[src/rtl/irq_ctl_pkg.sv]
package irq_ctl_pkg;
  localparam int DATA_W    = 32;
  localparam int OFS_CAUSE = 'h0;
  localparam int OFS_MASK  = 'h4;
  localparam int OFS_PEND  = 'h8;
  localparam int NONE_BIT  = 31;

  typedef enum logic [1:0] {
    SEL_NONE,
    SEL_CAUSE,
    SEL_MASK,
    SEL_PEND
  } reg_sel_e;
endpackage

[src/rtl/irq_cause_bank.sv]
module irq_cause_bank #(
  parameter int NUM_SRC = 32
) (
  input  logic               clk_i,
  input  logic               rst_ni,
  input  logic [NUM_SRC-1:0] src_i,
  input  logic [NUM_SRC-1:0] ack_i,
  output logic [NUM_SRC-1:0] cause_d_o,
  output logic [NUM_SRC-1:0] cause_q_o
);
  for (genvar i = 0; i < NUM_SRC; i++) begin : g_bit
    // level set wins over write-1 clear
    assign cause_d_o[i] = src_i[i] | (cause_q_o[i] & ~ack_i[i]);

    always_ff @(posedge clk_i or negedge rst_ni) begin
      if (!rst_ni) cause_q_o[i] <= 1'b0;
      else         cause_q_o[i] <= cause_d_o[i];
    end
  end


  src_set_chk: assert property (@(posedge clk_i) disable iff (!rst_ni)
    1'b1 |=> ((cause_q_o & $past(src_i)) == $past(src_i)));

  ack_clr_chk: assert property (@(posedge clk_i) disable iff (!rst_ni)
    (|(ack_i & ~src_i)) |=> ((cause_q_o & $past(ack_i & ~src_i)) == '0));

  hold_chk: assert property (@(posedge clk_i) disable iff (!rst_ni)
    (ack_i == '0 && src_i == '0) |=> $stable(cause_q_o));
endmodule

[src/rtl/irq_prio_enc.sv]
module irq_prio_enc #(
  parameter int NUM_SRC = 32,
  localparam int IDX_W = $clog2(NUM_SRC)
) (
  input  logic               clk_i,
  input  logic               rst_ni,
  input  logic [NUM_SRC-1:0] active_i,
  output logic [IDX_W-1:0]   idx_o,
  output logic               none_o
);
  always_comb begin
    idx_o = '0;
    for (int i = NUM_SRC - 1; i >= 0; i--) begin
      if (active_i[i]) idx_o = IDX_W'(i);
    end
  end

  assign none_o = ~|active_i;


  lowest_idx_chk: assert property (@(posedge clk_i) disable iff (!rst_ni)
    !none_o |-> (active_i[idx_o] &&
                 ((active_i & ((NUM_SRC'(1) << idx_o) - NUM_SRC'(1))) == '0)));
endmodule

[src/rtl/irq_reg_port.sv]
module irq_reg_port
  import irq_ctl_pkg::*;
#(
  parameter int NUM_SRC = 32,
  parameter int ADDR_W  = 4,
  localparam int IDX_W = $clog2(NUM_SRC)
) (
  input  logic [ADDR_W-1:0]  addr_i,
  input  logic               we_i,
  input  logic [NUM_SRC-1:0] cause_i,
  input  logic [NUM_SRC-1:0] mask_i,
  input  logic [IDX_W-1:0]   pend_idx_i,
  input  logic               pend_none_i,
  output logic               cause_we_o,
  output logic               mask_we_o,
  output logic [DATA_W-1:0]  rdata_o
);
  reg_sel_e sel;

  always_comb begin
    if      (addr_i == ADDR_W'(OFS_CAUSE)) sel = SEL_CAUSE;
    else if (addr_i == ADDR_W'(OFS_MASK))  sel = SEL_MASK;
    else if (addr_i == ADDR_W'(OFS_PEND))  sel = SEL_PEND;
    else                                   sel = SEL_NONE;
  end

  // pending register is read-only
  assign cause_we_o = we_i && (sel == SEL_CAUSE);
  assign mask_we_o  = we_i && (sel == SEL_MASK);

  always_comb begin
    rdata_o = '0;
    unique case (sel)
      SEL_CAUSE: rdata_o[NUM_SRC-1:0] = cause_i;
      SEL_MASK:  rdata_o[NUM_SRC-1:0] = mask_i;
      SEL_PEND: begin
        rdata_o[NONE_BIT]    = pend_none_i;
        rdata_o[IDX_W-1:0]   = pend_idx_i;
      end
      default:   rdata_o = '0;
    endcase
  end
endmodule

[src/rtl/lvl_irq_ctl.sv]
module lvl_irq_ctl
  import irq_ctl_pkg::*;
#(
  parameter int NUM_SRC = 32,
  parameter int ADDR_W  = 4,
  localparam int IDX_W = $clog2(NUM_SRC)
) (
  input  logic               clk_i,
  input  logic               rst_ni,
  input  logic [NUM_SRC-1:0] src_i,
  input  logic [ADDR_W-1:0]  addr_i,
  input  logic               we_i,
  input  logic [DATA_W-1:0]  wdata_i,
  output logic [DATA_W-1:0]  rdata_o,
  output logic               irq_o
);
  logic [NUM_SRC-1:0] cause_d, cause_q, mask_d, mask_q, ack;
  logic [IDX_W-1:0]   pend_idx;
  logic               pend_none, cause_we, mask_we, irq_q;

  assign ack    = cause_we ? wdata_i[NUM_SRC-1:0] : '0;
  assign mask_d = mask_we  ? wdata_i[NUM_SRC-1:0] : mask_q;

  irq_cause_bank #(.NUM_SRC(NUM_SRC)) u_cause (
    .clk_i    (clk_i),
    .rst_ni   (rst_ni),
    .src_i    (src_i),
    .ack_i    (ack),
    .cause_d_o(cause_d),
    .cause_q_o(cause_q)
  );

  irq_prio_enc #(.NUM_SRC(NUM_SRC)) u_prio (
    .clk_i   (clk_i),
    .rst_ni  (rst_ni),
    .active_i(cause_q & mask_q),
    .idx_o   (pend_idx),
    .none_o  (pend_none)
  );

  irq_reg_port #(.NUM_SRC(NUM_SRC), .ADDR_W(ADDR_W)) u_port (
    .addr_i     (addr_i),
    .we_i       (we_i),
    .cause_i    (cause_q),
    .mask_i     (mask_q),
    .pend_idx_i (pend_idx),
    .pend_none_i(pend_none),
    .cause_we_o (cause_we),
    .mask_we_o  (mask_we),
    .rdata_o    (rdata_o)
  );

  // irq computed from next state so it lines up with the registers
  always_ff @(posedge clk_i or negedge rst_ni) begin
    if (!rst_ni) begin
      mask_q <= '0;
      irq_q  <= 1'b0;
    end else begin
      mask_q <= mask_d;
      irq_q  <= |(cause_d & mask_d);
    end
  end

  assign irq_o = irq_q;


  irq_match_chk: assert property (@(posedge clk_i) disable iff (!rst_ni)
    1'b1 |=> (irq_o == |(cause_q & mask_q)));

  mask_wr_chk: assert property (@(posedge clk_i) disable iff (!rst_ni)
    mask_we |=> (mask_q == $past(wdata_i[NUM_SRC-1:0])));

  mask_keep_chk: assert property (@(posedge clk_i) disable iff (!rst_ni)
    !mask_we |=> $stable(mask_q));
endmodule

[config.mk]
export PLATFORM = sky130hd
export DESIGN_NAME = lvl_irq_ctl
export DESIGN_NICKNAME = d
export VERILOG_FILES = /design/src/rtl/irq_ctl_pkg.sv /design/src/rtl/irq_cause_bank.sv /design/src/rtl/irq_prio_enc.sv /design/src/rtl/irq_reg_port.sv /design/src/rtl/lvl_irq_ctl.sv
export SDC_FILE = /design/constraint.sdc
export NUM_CORES = 1
export LEC_CHECK = 0
export BUFFER_PORTS_ARGS = -buffer_cell sky130_fd_sc_hd__buf_4
export CAP_MARGIN = 20
export CORE_ASPECT_RATIO = 2
export CORE_MARGIN = 5
export CORE_UTILIZATION = 40
export DETAILED_ROUTE_END_ITERATION = 7
export GPL_ROUTABILITY_DRIVEN = 0
export PLACE_DENSITY = 0.62
export SYNTH_ARGS = -nofsm -noshare
export SYNTH_HDL_FRONTEND = slang
export SYNTH_SLANG_ARGS = --single-unit
[constraint.sdc]
create_clock -name clk_i -period 2.2 [get_ports clk_i]
set_input_delay 0.11 -clock clk_i [delete_from_list [all_inputs] [get_ports clk_i]]
set_output_delay 0.11 -clock clk_i [all_outputs]
set_load 0.02 [all_outputs]
==> metrics.txt <==
share of cells above drive strength 1 between 40% and 50%; H-Tree Level Count 3; hpwl dp 9320 um; clk_lat worst skew 0.33 ns; Clock Root Buffer clkbuf_16; largest net degree at the start of global routing 66; final setup TNS -0.0614 ns; synth top area cells dfrtp_1 47%, mux2_2 10%, a22o_1 7.6%; CTS Sinks 65; commonest non-fill, non-tap cell in the layout buf_4; input/output buffers 103; per-cell routed wire length 21.1 um; cell area power density 776 nW/um2; Final Hold Vio Count 0; critical path endpoint category output port; part of the Yosys area used for sequential elements 47.0%; Worst Path Max Fanout 4; post-synth net total 394; Synth top area share 47.0%; Die H 142 um; vias in the first global route 3680; Routed Antenna Nets 0; failing checks negative setup slack; initial drt markers between 200 and 250; reg-to-reg startpoint mask_q[30]; area grow syn2layout 51.6%; Die X approximately 76 um; Peak VDD IR 0.541 mV; Worst-path clk slew 0.05 ns; GRT overflow 0; TritonCTS clock tree built; synth unique cells 37; Initial Util 40.6%; final slew viol count 0; CTS buffer count 9; first-pass GRT wire length approximately 19000 um; die footprint 10700 um2; Hold Crit Class in2reg; CP startpoint mask_q[28]; row cnt 48; maximum root-to-sink buffer count 2; Max Clk Rate 446 MHz; WP data arrival 2.13 ns; n_diodes 0; total number of yosys warnings 0; Max transition margin 42.2%; Final setup violation count 2; CP Class reg2out; GRT Total Usage between 20% and 30%; Non-Filler Instances ~580; core area around 8500 um2; leading cell types in the layout, fill and taps excluded 126 x buf_4, 64 x dfrtp_1, 39 x nand3_1; PnR Total Power roughly 0.004 W; Seq cells post-synth 65; Avg Inst Size Synth 10.7 um2; TritonRoute pass-1 iters 5; final WL 12300 um; max cap viols 0; RSZ-0062 raised after global routing true; R2R Path End irq_o; DR vias between 3000 and 4000; I/O pin cnt 104; placed cell count 531; total leakage power 2.24 nW; worst-margin pin slew 0.867 ns; nature of the critical path startpoint register; initial antenna violation count 0; Crit path required time 2.09 ns; Setup crit end rdata_o[4]; fin nets 550; Synth Instances 323; drc violations 0; Mapped Area 3460 um2; worst reg-to-reg path cell count 5; vias per inst 5.94; minimum clock period between 2 and 2.5 ns; post-route setup slack -0.0445 ns; outcome finished with violations; hold_ws around 0.006 ns; Clock Skew 0.00543 ns; r2r setup slk 0.26 ns; Tcrit/Tclk final 102%; area leader, netlist dfrtp_1
## state kept, by name (all words and copies together) (netlist names)
name,cells
u_cause.cause_q_o,32
irq_o,1
mask_q,32
## layer usage
layer	GRT usage, %	share of wire (%)
met1	26.5	34
met5	0	0
met2	42.5	57
met3	3.62	4.3
met4	13.5	4.4
## power by group
part,total (W),internal [W],switching (W)
registers,0.00153,0.00134,0.000190
clock network,0.00151,0.000985,0.000523
logic,0.00103,0.000532,0.000499
## worst max-delay path: stages, from the launching register on
cell     delay [ns]
dfrtp_1        0.43
a22o_1         0.25
buf_4          0.15
nor2_4         0.09
nand3_2        0.09
nor3b_2        0.26
nor3_2         0.08
a221o_1        0.30
buf_6          0.14
## final cells by class
class	instances	area, um2
Multi-Input combinational cell	238	1820
Tap cell	100	125
Timing Repair Buffer	162	1350
Inverter	3	11.3
Fill cell	743	3280
Sequential cell	65	1630
Clock inverter	6	82.6
Clock buffer	10	229
## timing repair
action / in CTS / in global routing
endpoints found under the setup margin: 4 / 5
hold buffers: 30 / 0
endpoints found under the hold margin: 94 / 0
pin swaps: 9 / 14
gates resized for setup: 11 / 9
setup buffers: 5 / 2
## cells in the mapped netlist
cell       instances
a21oi_1            6
mux2_1             1
dfrtp_1           65
and3_1             1
clkbuf_1           8
a222oi_1           6
nand4_1            5
and2_1             2
a32o_1             2
buf_2              5
nand2_1           22
a32oi_1            2
a221o_1            1
o21ai_0            7
nor4b_4            1
or4_1              1
nand2b_1           1
buf_1              4
or2_2              1
mux2_2            31
a211o_1            1
nand3_1           40
nand4bb_1          1
nor4_1             2
a22oi_1           27
a31oi_1            3
nor3_1             1
or4b_2             1
nor2_1             2
o31ai_1            1
nand2_2            1
a22o_1            30
nor3b_1            1
a21o_1            33
o211ai_1           1
inv_1              3
a221oi_1           3
## worst min path at each step
stage              start                     to  slack, ns  cells after the start
6_report       src_i[10]  u_cause.cause_q_o[10]      0.006                      2
5_1_grt        src_i[14]  u_cause.cause_q_o[14]      0.007                      2
4_1_cts        src_i[29]  u_cause.cause_q_o[29]      0.001                      2
3_5_place_dp      rst_ni             mask_q[28]       0.27                      1
3_3_place_gp      rst_ni             mask_q[28]       0.26                      1
2_1_floorplan     rst_ni                  irq_o      -0.19                      0
## logic make-up (layout without fill, tap and decap cells)
kind of cell / Yosys count / after routing / synth area share, %
muxes: 32 / 32 / 10.4
buffers and inverters: 20 / 181 / 2.35
and+or+nand+nor: 83 / 83 / 12.6
DFF: 65 / 65 / 47.0
AOI/OAI and AO/OA: 123 / 123 / 27.6
## per-stage QoR
stage,setup slack (ns),utilization [%],cell area [um2]
2_1_floorplan,0.155,-,3460
3_3_place_gp,-0.171,52.9,4510
3_5_place_dp,-0.206,52.9,4510
4_1_cts,-0.0568,61.0,5200
5_1_grt,-0.125,61.5,5250
6_report,-0.0445,61.5,5250
(Power assumes the default switching activity.)
